==> config.mk <==
export PLATFORM = sky130hd
export DESIGN_NAME = spi_regport
export DESIGN_NICKNAME = d
export VERILOG_FILES = /design/src/rtl/spi_regport_pkg.sv /design/src/rtl/spi_sync.sv /design/src/rtl/spi_frame.sv /design/src/rtl/spi_txshift.sv /design/src/rtl/spi_regport.sv
export SDC_FILE = /design/constraint.sdc
export NUM_CORES = 1
export LEC_CHECK = 0
export BUFFER_PORTS_ARGS = -buffer_cell sky130_fd_sc_hd__buf_2
export CORE_MARGIN = 1
export CORE_UTILIZATION = 50
export DETAILED_ROUTE_END_ITERATION = 8
export MAX_ROUTING_LAYER = met4
export PLACE_DENSITY = 0.69
export SYNTH_ARGS = -nofsm -noshare
export SYNTH_HDL_FRONTEND = slang
export SYNTH_SLANG_ARGS = --single-unit
==> constraint.sdc <==
create_clock -name clk -period 4.5 [get_ports clk]
set_input_delay 0.225 -clock clk [delete_from_list [all_inputs] [get_ports clk]]
set_output_delay 0.225 -clock clk [all_outputs]
set_load 0.05 [all_outputs]
==> src/rtl/spi_regport_pkg.sv <==
package spi_regport_pkg;

  typedef enum logic [1:0] {
    PH_HDR = 2'd0,
    PH_WR  = 2'd1,
    PH_RD  = 2'd2
  } spi_phase_e;

  localparam int HDR_RD_POS = 7;

  function automatic logic [7:0] byte_shift(input logic [6:0] held, input logic b);
    return {held, b};
  endfunction

  function automatic logic [5:0] addr_step(input logic [5:0] a);
    return a + 6'd1;
  endfunction

endpackage

==> src/rtl/spi_sync.sv <==
module spi_sync #(
  parameter int          W   = 3,
  parameter logic [W-1:0] RST = '0
) (
  input  logic         clk,
  input  logic         rst_n,
  input  logic [W-1:0] d,
  output logic [W-1:0] q
);
  for (genvar i = 0; i < W; i++) begin : g_bit
    logic st1, st2;
    always_ff @(posedge clk or negedge rst_n) begin
      if (!rst_n) begin
        st1 <= RST[i];
        st2 <= RST[i];
      end else begin
        st1 <= d[i];
        st2 <= st1;
      end
    end
    assign q[i] = st2;
  end
endmodule

==> src/rtl/spi_frame.sv <==
module spi_frame
  import spi_regport_pkg::*;
#(
  parameter int AW = 6,
  parameter int DW = 16
) (
  input  logic          clk,
  input  logic          rst_n,
  input  logic          cs_act,
  input  logic          sclk_rise,
  input  logic          mosi_b,
  output logic          reg_wr,
  output logic          reg_rd,
  output logic [AW-1:0] reg_addr,
  output logic [DW-1:0] reg_wdata,
  output logic          rd_phase,
  output logic          byte_done
);
  localparam int BPW = DW / 8;
  localparam int BCW = (BPW > 1) ? $clog2(BPW) : 1;

  spi_phase_e      phase;
  logic [2:0]      bitcnt;
  logic [BCW-1:0]  bytecnt;
  logic [6:0]      shreg;
  logic [DW-9:0]   word_acc;
  logic [AW-1:0]   cur_addr;

  logic [7:0]      sh_nxt;
  logic [DW-1:0]   wacc_nxt;
  logic            word_last;

  assign sh_nxt    = byte_shift(shreg, mosi_b);
  assign wacc_nxt  = {word_acc, sh_nxt};
  assign word_last = (bytecnt == BCW'(BPW - 1));
  assign byte_done = cs_act && sclk_rise && (bitcnt == 3'd7);
  assign rd_phase  = (phase == PH_RD);

  always_ff @(posedge clk or negedge rst_n) begin
    if (!rst_n) begin
      phase     <= PH_HDR;
      bitcnt    <= '0;
      bytecnt   <= '0;
      shreg     <= '0;
      word_acc  <= '0;
      cur_addr  <= '0;
      reg_addr  <= '0;
      reg_wdata <= '0;
      reg_wr    <= 1'b0;
      reg_rd    <= 1'b0;
    end else begin
      reg_wr <= 1'b0;
      reg_rd <= 1'b0;
      if (!cs_act) begin
        phase   <= PH_HDR;
        bitcnt  <= '0;
        bytecnt <= '0;
      end else if (sclk_rise) begin
        shreg  <= sh_nxt[6:0];
        bitcnt <= bitcnt + 3'd1;
        if (bitcnt == 3'd7) begin
          if (phase == PH_HDR) begin
            bytecnt <= '0;
            if (sh_nxt[HDR_RD_POS]) begin
              phase    <= PH_RD;
              reg_rd   <= 1'b1;
              reg_addr <= sh_nxt[AW-1:0];
              cur_addr <= AW'(addr_step(6'(sh_nxt[AW-1:0])));
            end else begin
              phase    <= PH_WR;
              cur_addr <= sh_nxt[AW-1:0];
            end
          end else begin
            word_acc <= wacc_nxt[DW-9:0];
            if (word_last) begin
              bytecnt  <= '0;
              reg_addr <= cur_addr;
              cur_addr <= AW'(addr_step(6'(cur_addr)));
              if (phase == PH_WR) begin
                reg_wr    <= 1'b1;
                reg_wdata <= wacc_nxt;
              end else begin
                reg_rd <= 1'b1;
              end
            end else begin
              bytecnt <= bytecnt + BCW'(1);
            end
          end
        end
      end
    end
  end
endmodule

==> src/rtl/spi_txshift.sv <==
module spi_txshift #(
  parameter int DW = 16
) (
  input  logic          clk,
  input  logic          rst_n,
  input  logic          cs_act,
  input  logic          sclk_fall,
  input  logic          load,
  input  logic [DW-1:0] ldata,
  input  logic          rd_phase,
  output logic          miso_q
);
  logic [DW-1:0] txq;

  always_ff @(posedge clk or negedge rst_n) begin
    if (!rst_n) begin
      txq    <= '0;
      miso_q <= 1'b0;
    end else if (!cs_act) begin
      txq    <= '0;
      miso_q <= 1'b0;
    end else if (load) begin
      txq <= ldata;
    end else if (sclk_fall) begin
      if (rd_phase) begin
        miso_q <= txq[DW-1];
        txq    <= {txq[DW-2:0], 1'b0};
      end else begin
        miso_q <= 1'b0;
      end
    end
  end
endmodule

==> src/rtl/spi_regport.sv <==
module spi_regport #(
  parameter int AW = 6,
  parameter int DW = 16
) (
  input  logic          clk,
  input  logic          rst_n,
  input  logic          spi_cs_n,
  input  logic          spi_sclk,
  input  logic          spi_mosi,
  output logic          spi_miso,
  output logic          spi_miso_oe,
  input  logic          idle_hiz_en,
  output logic          reg_wr,
  output logic          reg_rd,
  output logic [AW-1:0] reg_addr,
  output logic [DW-1:0] reg_wdata,
  input  logic [DW-1:0] reg_rdata
);
  logic [2:0] sync_q;
  logic       sclk_d;
  logic       cs_act, sclk_s, mosi_s;
  logic       sclk_rise, sclk_fall;
  logic       rd_phase, byte_done, miso_q;

  spi_sync #(.W(3), .RST(3'b100)) u_sync (
    .clk(clk), .rst_n(rst_n),
    .d({spi_cs_n, spi_sclk, spi_mosi}),
    .q(sync_q)
  );

  assign cs_act = ~sync_q[2];
  assign sclk_s = sync_q[1];
  assign mosi_s = sync_q[0];

  always_ff @(posedge clk or negedge rst_n) begin
    if (!rst_n) sclk_d <= 1'b0;
    else        sclk_d <= sclk_s;
  end

  assign sclk_rise = sclk_s & ~sclk_d;
  assign sclk_fall = ~sclk_s & sclk_d;

  spi_frame #(.AW(AW), .DW(DW)) u_frame (
    .clk(clk), .rst_n(rst_n), .cs_act(cs_act), .sclk_rise(sclk_rise),
    .mosi_b(mosi_s), .reg_wr(reg_wr), .reg_rd(reg_rd), .reg_addr(reg_addr),
    .reg_wdata(reg_wdata), .rd_phase(rd_phase), .byte_done(byte_done)
  );

  spi_txshift #(.DW(DW)) u_tx (
    .clk(clk), .rst_n(rst_n), .cs_act(cs_act), .sclk_fall(sclk_fall),
    .load(reg_rd), .ldata(reg_rdata), .rd_phase(rd_phase), .miso_q(miso_q)
  );

  assign spi_miso    = cs_act ? miso_q : 1'b0;
  assign spi_miso_oe = cs_act | ~idle_hiz_en;
endmodule

**Word-level counts from Yosys, hierarchy flattened**

Cells that the tools add are included.

- Bits in latches: 0
- Bits of input ports: 22
- Memories kept: 0
- RAM bits: 0
- ROM bits: 0
- Word-level logic and storage cells: 93
- Output and inout bits: 26
- Register bits after elaboration: 75

- Add/sub/neg operators: 4
- Eq/ne operators: 5
- Mux-type cells: 40
- Bitwise logic cells: 8
- Shift-type cells: 0
- Multipliers: 0
- Div/mod/pow operators: 0
- Reduce and logical (&&, ||, !) cells: 17
- Order comparisons: 0

Operators with widths:

| cell | number |
|---|---|
| $mux W16 | 4 |
| $mux W6 | 6 |
| $mux W1 | 23 |
| $add A6 B1 Y6 const B | 2 |
| $mux W2 | 5 |
| $reduce_bool A2 Y1 | 5 |
| $reduce_and A2 Y1 | 4 |
| $reduce_and A4 Y1 | 2 |
| $mux W3 | 2 |
| $reduce_and A6 Y1 | 1 |
| $reduce_bool A3 Y1 | 2 |
| $not A1 Y1 | 5 |
| $reduce_and A5 Y1 | 1 |
| $add A3 B1 Y3 const B | 1 |
| $eq A3 B3 Y1 const B | 1 |
| $reduce_and A3 Y1 | 1 |
| $and A1 B1 Y1 | 2 |
| $eq A2 B1 Y1 const B | 1 |
| $eq A2 B2 Y1 const B | 1 |
| $logic_not A2 Y1 | 1 |
| $ne A2 B1 Y1 const B | 1 |
| $ne A2 B2 Y1 const B | 1 |
| $add A1 B1 Y1 const B | 1 |
| $or A1 B1 Y1 | 1 |

**Longest topological paths before layout**

- Word-level depth: 7
- Depth in mapped cells: 7
- Depth with buffers taken out: 6

**Hierarchy**

A second synthesis with hierarchy kept.

- Cell total of the unflattened synthesis: 268
- Area, all modules: 3458.3 um^2

By module, submodules not included:

| module | times used | sequential area each (um^2) | area each (um^2) | cells each |
|---|---|---|---|---|
| spi_frame | 1 | 1276.2 | 2298.5 | 180 |
| spi_txshift | 1 | 425.4 | 930.9 | 73 |
| spi_sync | 1 | 152.6 | 175.2 | 9 |
| spi_regport | 1 | 25.0 | 53.8 | 6 |

**Worst setup path after synthesis**

Ideal clock, no wire load.

- Path type: register -> register
- From: register u_frame.bitcnt[0]
- To: register u_frame.reg_wdata[10]
- Path buffers: 1
- Library setup time: 125 ps
- Stages on the path, launching flop included: 7
- Data required time: 4375 ps
- Period minus slack after synthesis: 1763 ps
- Data arrival time: 1638 ps
- Slack: 2737 ps
- Path through: dfrtp_1 -> ha_1 -> ha_1 -> nand3b_4 -> nor3_4 -> buf_12 -> mux2_4

- Word-level cells in the longest chain between the ends: 2

RTL lines:

| item | line | text |
|---|---|---|
| from (decl) | spi_frame.sv:23 | `logic [2:0] bitcnt;` |
| from (signal assigned) | spi_frame.sv:60 | `bitcnt <= bitcnt + 3'd1;` |
| $eq A3 B3 Y1 | - |  |
| $reduce_and A6 Y1 (no source line) | - |  |
| to (signal assigned) | spi_frame.sv:81 | `reg_wdata <= wacc_nxt;` |
| to (decl) | spi_frame.sv:15 | `output logic [DW-1:0] reg_wdata,` |

No other way between the ends.
A chain may end at the register's enable or synchronous reset.

**Worst setup path in the final report**

- From: register u_sync.g_bit[1].st2
- To: register u_frame.reg_wdata[0]

- Word-level cells in the longest chain between the ends: 2

RTL lines:

| item | line | text |
|---|---|---|
| from (decl) | spi_sync.sv:11 | `logic st1, st2;` |
| from (signal assigned) | spi_sync.sv:15 | `st2 <= RST[i];` |
| from (signal assigned) | spi_sync.sv:18 | `st2 <= st1;` |
| $and A1 B1 Y1 | spi_regport.sv:40 | `assign sclk_rise = sclk_s & ~sclk_d;` |
| $reduce_and A6 Y1 (no source line) | - |  |

No other way between the ends.

==> flow_metrics.env <==
export IMPL_sequentialPowerShare_pct=52.4
export IMPL_synth_sequential_area_ratio_pct=55.7
export IMPL_outcome="finished, violations left"
export IMPL_power_frac_comb_pct=8.4
export IMPL_num_nets_final=352
export IMPL_finalWeightedCongestion=0.804
export IMPL_crit_arrival_ns=2.50
export IMPL_net_switching_power_mw=0.376
export IMPL_synth_yosys_warnings=0
export IMPL_numCtsBuffers=9
export IMPL_post_cts_resized=0
export IMPL_ctsHtreeMaxLevel=3
export IMPL_crit_path_end_kind="flop"
export IMPL_core_area_sq_mm=0.00642
export IMPL_failing_checks="design-rule violations, negative hold slack"
export IMPL_share_of_final_layout_standard_cells_stronger_than_drive_strength_1_pct=31.8
export IMPL_final_period_utilization_pct=50.5
export IMPL_avgViaCountPerCell=5.57
export IMPL_crit_fanout=17
export IMPL_total_leakage_power_nw=1.85
export IMPL_grt_pass1_vias=2033
export IMPL_post_cts_setup_buffer_count=0
export IMPL_ir_drop_mv=0.229
export IMPL_crit_slowest_cell="nor3_4"
export IMPL_final_setup_skew_ns=0.0130
export IMPL_synth_seq_cells=75
export IMPL_rsz0062_at_grt="false"
export IMPL_detail_route_wirelength_microns=5880
export IMPL_post_drt_wl_per_cell_microns=14.5
export IMPL_min_path_type="input pin to asynchronous set/reset pin"
export IMPL_setup_ws_ns=2.23
export IMPL_leading_cell_types_in_the_layout_fill_and_taps_excluded="dfrtp_1 (73), buf_2 (46), nand2_1 (38)"
export IMPL_path_clk_slew_ns=0.08
export IMPL_critical_path_n_buffers_inverters=0
export IMPL_start_kind="flop"
export IMPL_postSynthAreaPerCell_sq_um=12.0
export IMPL_power_internal_mw=1.10
export IMPL_synthesis_nets=309
export IMPL_grt_start_max_net_pins=76
export IMPL_tritoncts="built"
export IMPL_drt_drc_violations_left=4
export IMPL_setup_violations_final=0
export IMPL_hold_viol_final=2
export IMPL_io_pin_count=48
export IMPL_critPathMaxStageDelay_ns=0.77
export IMPL_drt_iter0_drc=137
export IMPL_remaining_global_route_overflow=0
export IMPL_numPortBuffers=47
export IMPL_power_density_mw_per_mm2=381
export IMPL_crit_chain="nor2b_2 > nand3b_4 > nor3_4 > mux2_2"
export IMPL_dr_pass1_iters=6
export IMPL_final_max_slew_viols=0
export IMPL_netlist_cell_type_count=42
export IMPL_flow_area_growth_from_synthesis_pct=14.6
export IMPL_drtAntennaViolNets=0
export IMPL_tightest_slew_ns=0.950
export IMPL_mostFrequentLayoutCell="dfrtp_1"
export IMPL_setup_tns_final_ns=0
export IMPL_hold_worst_slack_ns=-0.000479
export IMPL_cts_num_sinks=75
export IMPL_sw_frac_of_total_pct=25.5
export IMPL_cts_path_max_buffers=2
export IMPL_antenna_cells_inserted=0
export IMPL_design_die_area_sq_mm=0.00709
export IMPL_worst_endpoint_required_ns=4.73
export IMPL_clkPwrFrac_pct=39.2
export IMPL_synth_cell_area_sq_mm=0.00338
export IMPL_placement_rows=29
export IMPL_critical_path_top_delay_family="simple AND/OR/NAND/NOR gates"
export IMPL_root_buffer="clkbuf_8"
export IMPL_cap_violations=0
export IMPL_relSlewSlack_pct=36.7
export IMPL_synthCells=282
export IMPL_grt_antenna_before_repair=0
export IMPL_die_x_microns=84.2
export IMPL_pre_cts_slack_ns=2.20
export IMPL_initial_utilization_pct=52.6
export IMPL_global_route_usage_total_pct=18.7
export IMPL_fmax_mhz=440
export IMPL_final_min_clock_period_ns=2.27
export IMPL_cts_hold_buffers_added=3
export IMPL_worstSkewPairLatency_ns=0.35
export IMPL_grt_first_pass_wirelength_microns=9960
export IMPL_critical_path_class="flop to flop"
export IMPL_place_detailed_hpwl_microns=3870
export IMPL_die_height_microns=84.2
export IMPL_routed_via_count=2268
[sequential cells by signal (all words and copies together), names as in the netlist]
name,flops
u_frame.reg_rd,1
u_sync.g_bit.st2,3
u_sync.g_bit.st1,3
u_tx.miso_q,1
u_frame.bytecnt,1
u_frame.reg_wdata,16
u_frame.reg_wr,1
u_frame.phase,2
u_tx.txq,16
u_frame.word_acc,8
u_frame.reg_addr,6
u_frame.shreg,7
u_frame.bitcnt,3
u_frame.cur_addr,6
sclk_d,1
[cell usage after synthesis, drive strengths merged]
| library cell | instances | area (sq um) |
|---|---|---|
| dfstp | 2 | 52.6 |
| inv | 2 | 7.51 |
| o22ai | 3 | 18.8 |
| xor2 | 2 | 17.5 |
| nor3 | 3 | 26.3 |
| nand3 | 4 | 20.0 |
| ha | 5 | 62.6 |
| a31oi | 6 | 37.5 |
| or2 | 2 | 12.5 |
| or3 | 1 | 6.26 |
| nor3b | 2 | 20.0 |
| nand4 | 3 | 18.8 |
| a41oi | 1 | 8.76 |
| nor2b | 2 | 15.0 |
| o21ai | 9 | 45.0 |
| clkbuf | 9 | 33.8 |
| nor2 | 17 | 66.3 |
| o32ai | 1 | 8.76 |
| o31ai | 15 | 113 |
| nand2b | 1 | 6.26 |
| o211a | 1 | 10.0 |
| o21a | 3 | 22.5 |
| nor4bb | 1 | 10.0 |
| nand2 | 38 | 143 |
| a22o | 1 | 8.76 |
| dfrtp | 73 | 1830 |
| and4bb | 1 | 12.5 |
| nand3b | 1 | 20.0 |
| mux2i | 19 | 190 |
| mux2 | 31 | 383 |
| buf | 10 | 77.6 |
| a21oi | 10 | 50.1 |
| xnor2 | 3 | 26.3 |
[layout make-up]
class	count	area (sq um)
clock inverters	5	85.1
well taps	77	96.3
inverters	2	7.51
repair buffers	51	275
flip-flops and latches	75	1880
clock buffers	11	141
multi-input cells	186	1380
fillers	548	2550
[power by group through the flow]
stage	Combinational (mW)	Clock (mW)	Sequential [mW]
floorplan	0.116	0	0.738
detailed placement	0.123	0	0.785
finish	0.124	0.578	0.773
CTS	0.126	0.595	0.771
global route	0.139	0.630	0.780
global placement	0.119	0	0.782
[final timing paths]
| path | startpoint | to | slack [ns] | depth (start not counted) |
|---|---|---|---|---|
| worst max register to register | u_sync.g_bit[1].st2$_DFF_PN0_ | u_frame.reg_wdata[0]$_DFFE_PN0P_ | 2.23 | 4 |
| worst min register to register | u_sync.g_bit[2].st1$_DFF_PN1_ | u_sync.g_bit[2].st2$_DFF_PN1_ | 0.35 | 0 |
| max in group asynchronous | rst_n | u_frame.reg_wdata[0]$_DFFE_PN0P_ | 3.90 | 1 |
| worst min-delay path | rst_n | u_tx.txq[13]$_DFFE_PN0P_ | -0.0005 | 1 |
| min in group clk | reg_rdata[0] | u_tx.txq[0]$_DFFE_PN0P_ | 0.13 | 3 |
| worst max-delay path | u_sync.g_bit[1].st2$_DFF_PN0_ | u_frame.reg_wdata[0]$_DFFE_PN0P_ | 2.23 | 4 |
[kinds of logic after synthesis]
group,share of synthesized area (%)
buffers and inverters,3.52
adders and majority gates,1.85
AOI/OAI and AO/OA,9.56
and+or+nand+nor,11.2
muxes,17.0
DFF,55.7
xor gates and xnor gates,1.30
[metrics by stage]
step | std cells | hold WS (ns) | power, mW | instance area, sq um | utilization, %
after detailed placement | 388 | 0.331 | 0.907 | 3610 | 56.2
after global routing | 407 | 0.0701 | 1.55 | 3870 | 60.2
after CTS | 407 | 0.0370 | 1.49 | 3870 | 60.2
after global placement | 388 | 0.332 | 0.901 | 3610 | 56.2
final | 407 | -0.000479 | 1.48 | 3870 | 60.2
after floorplan | 282 | -0.0706 | 0.853 | 3380 | -
[worst reg2reg max path, stage by stage, from the launching register on]
cell and delay, ns:
dfrtp_1 0.42, nor2b_2 0.40, nand3b_4 0.14, nor3_4 0.77
mux2_2 0.41
[per-layer routing]
metal	share of wire, %	global-route usage [%]
met5	0	-
met4	0.99	5.17
met3	4.6	6.39
met2	45	27.3
met1	49	25.1
Power figures use the tool's default switching activity.
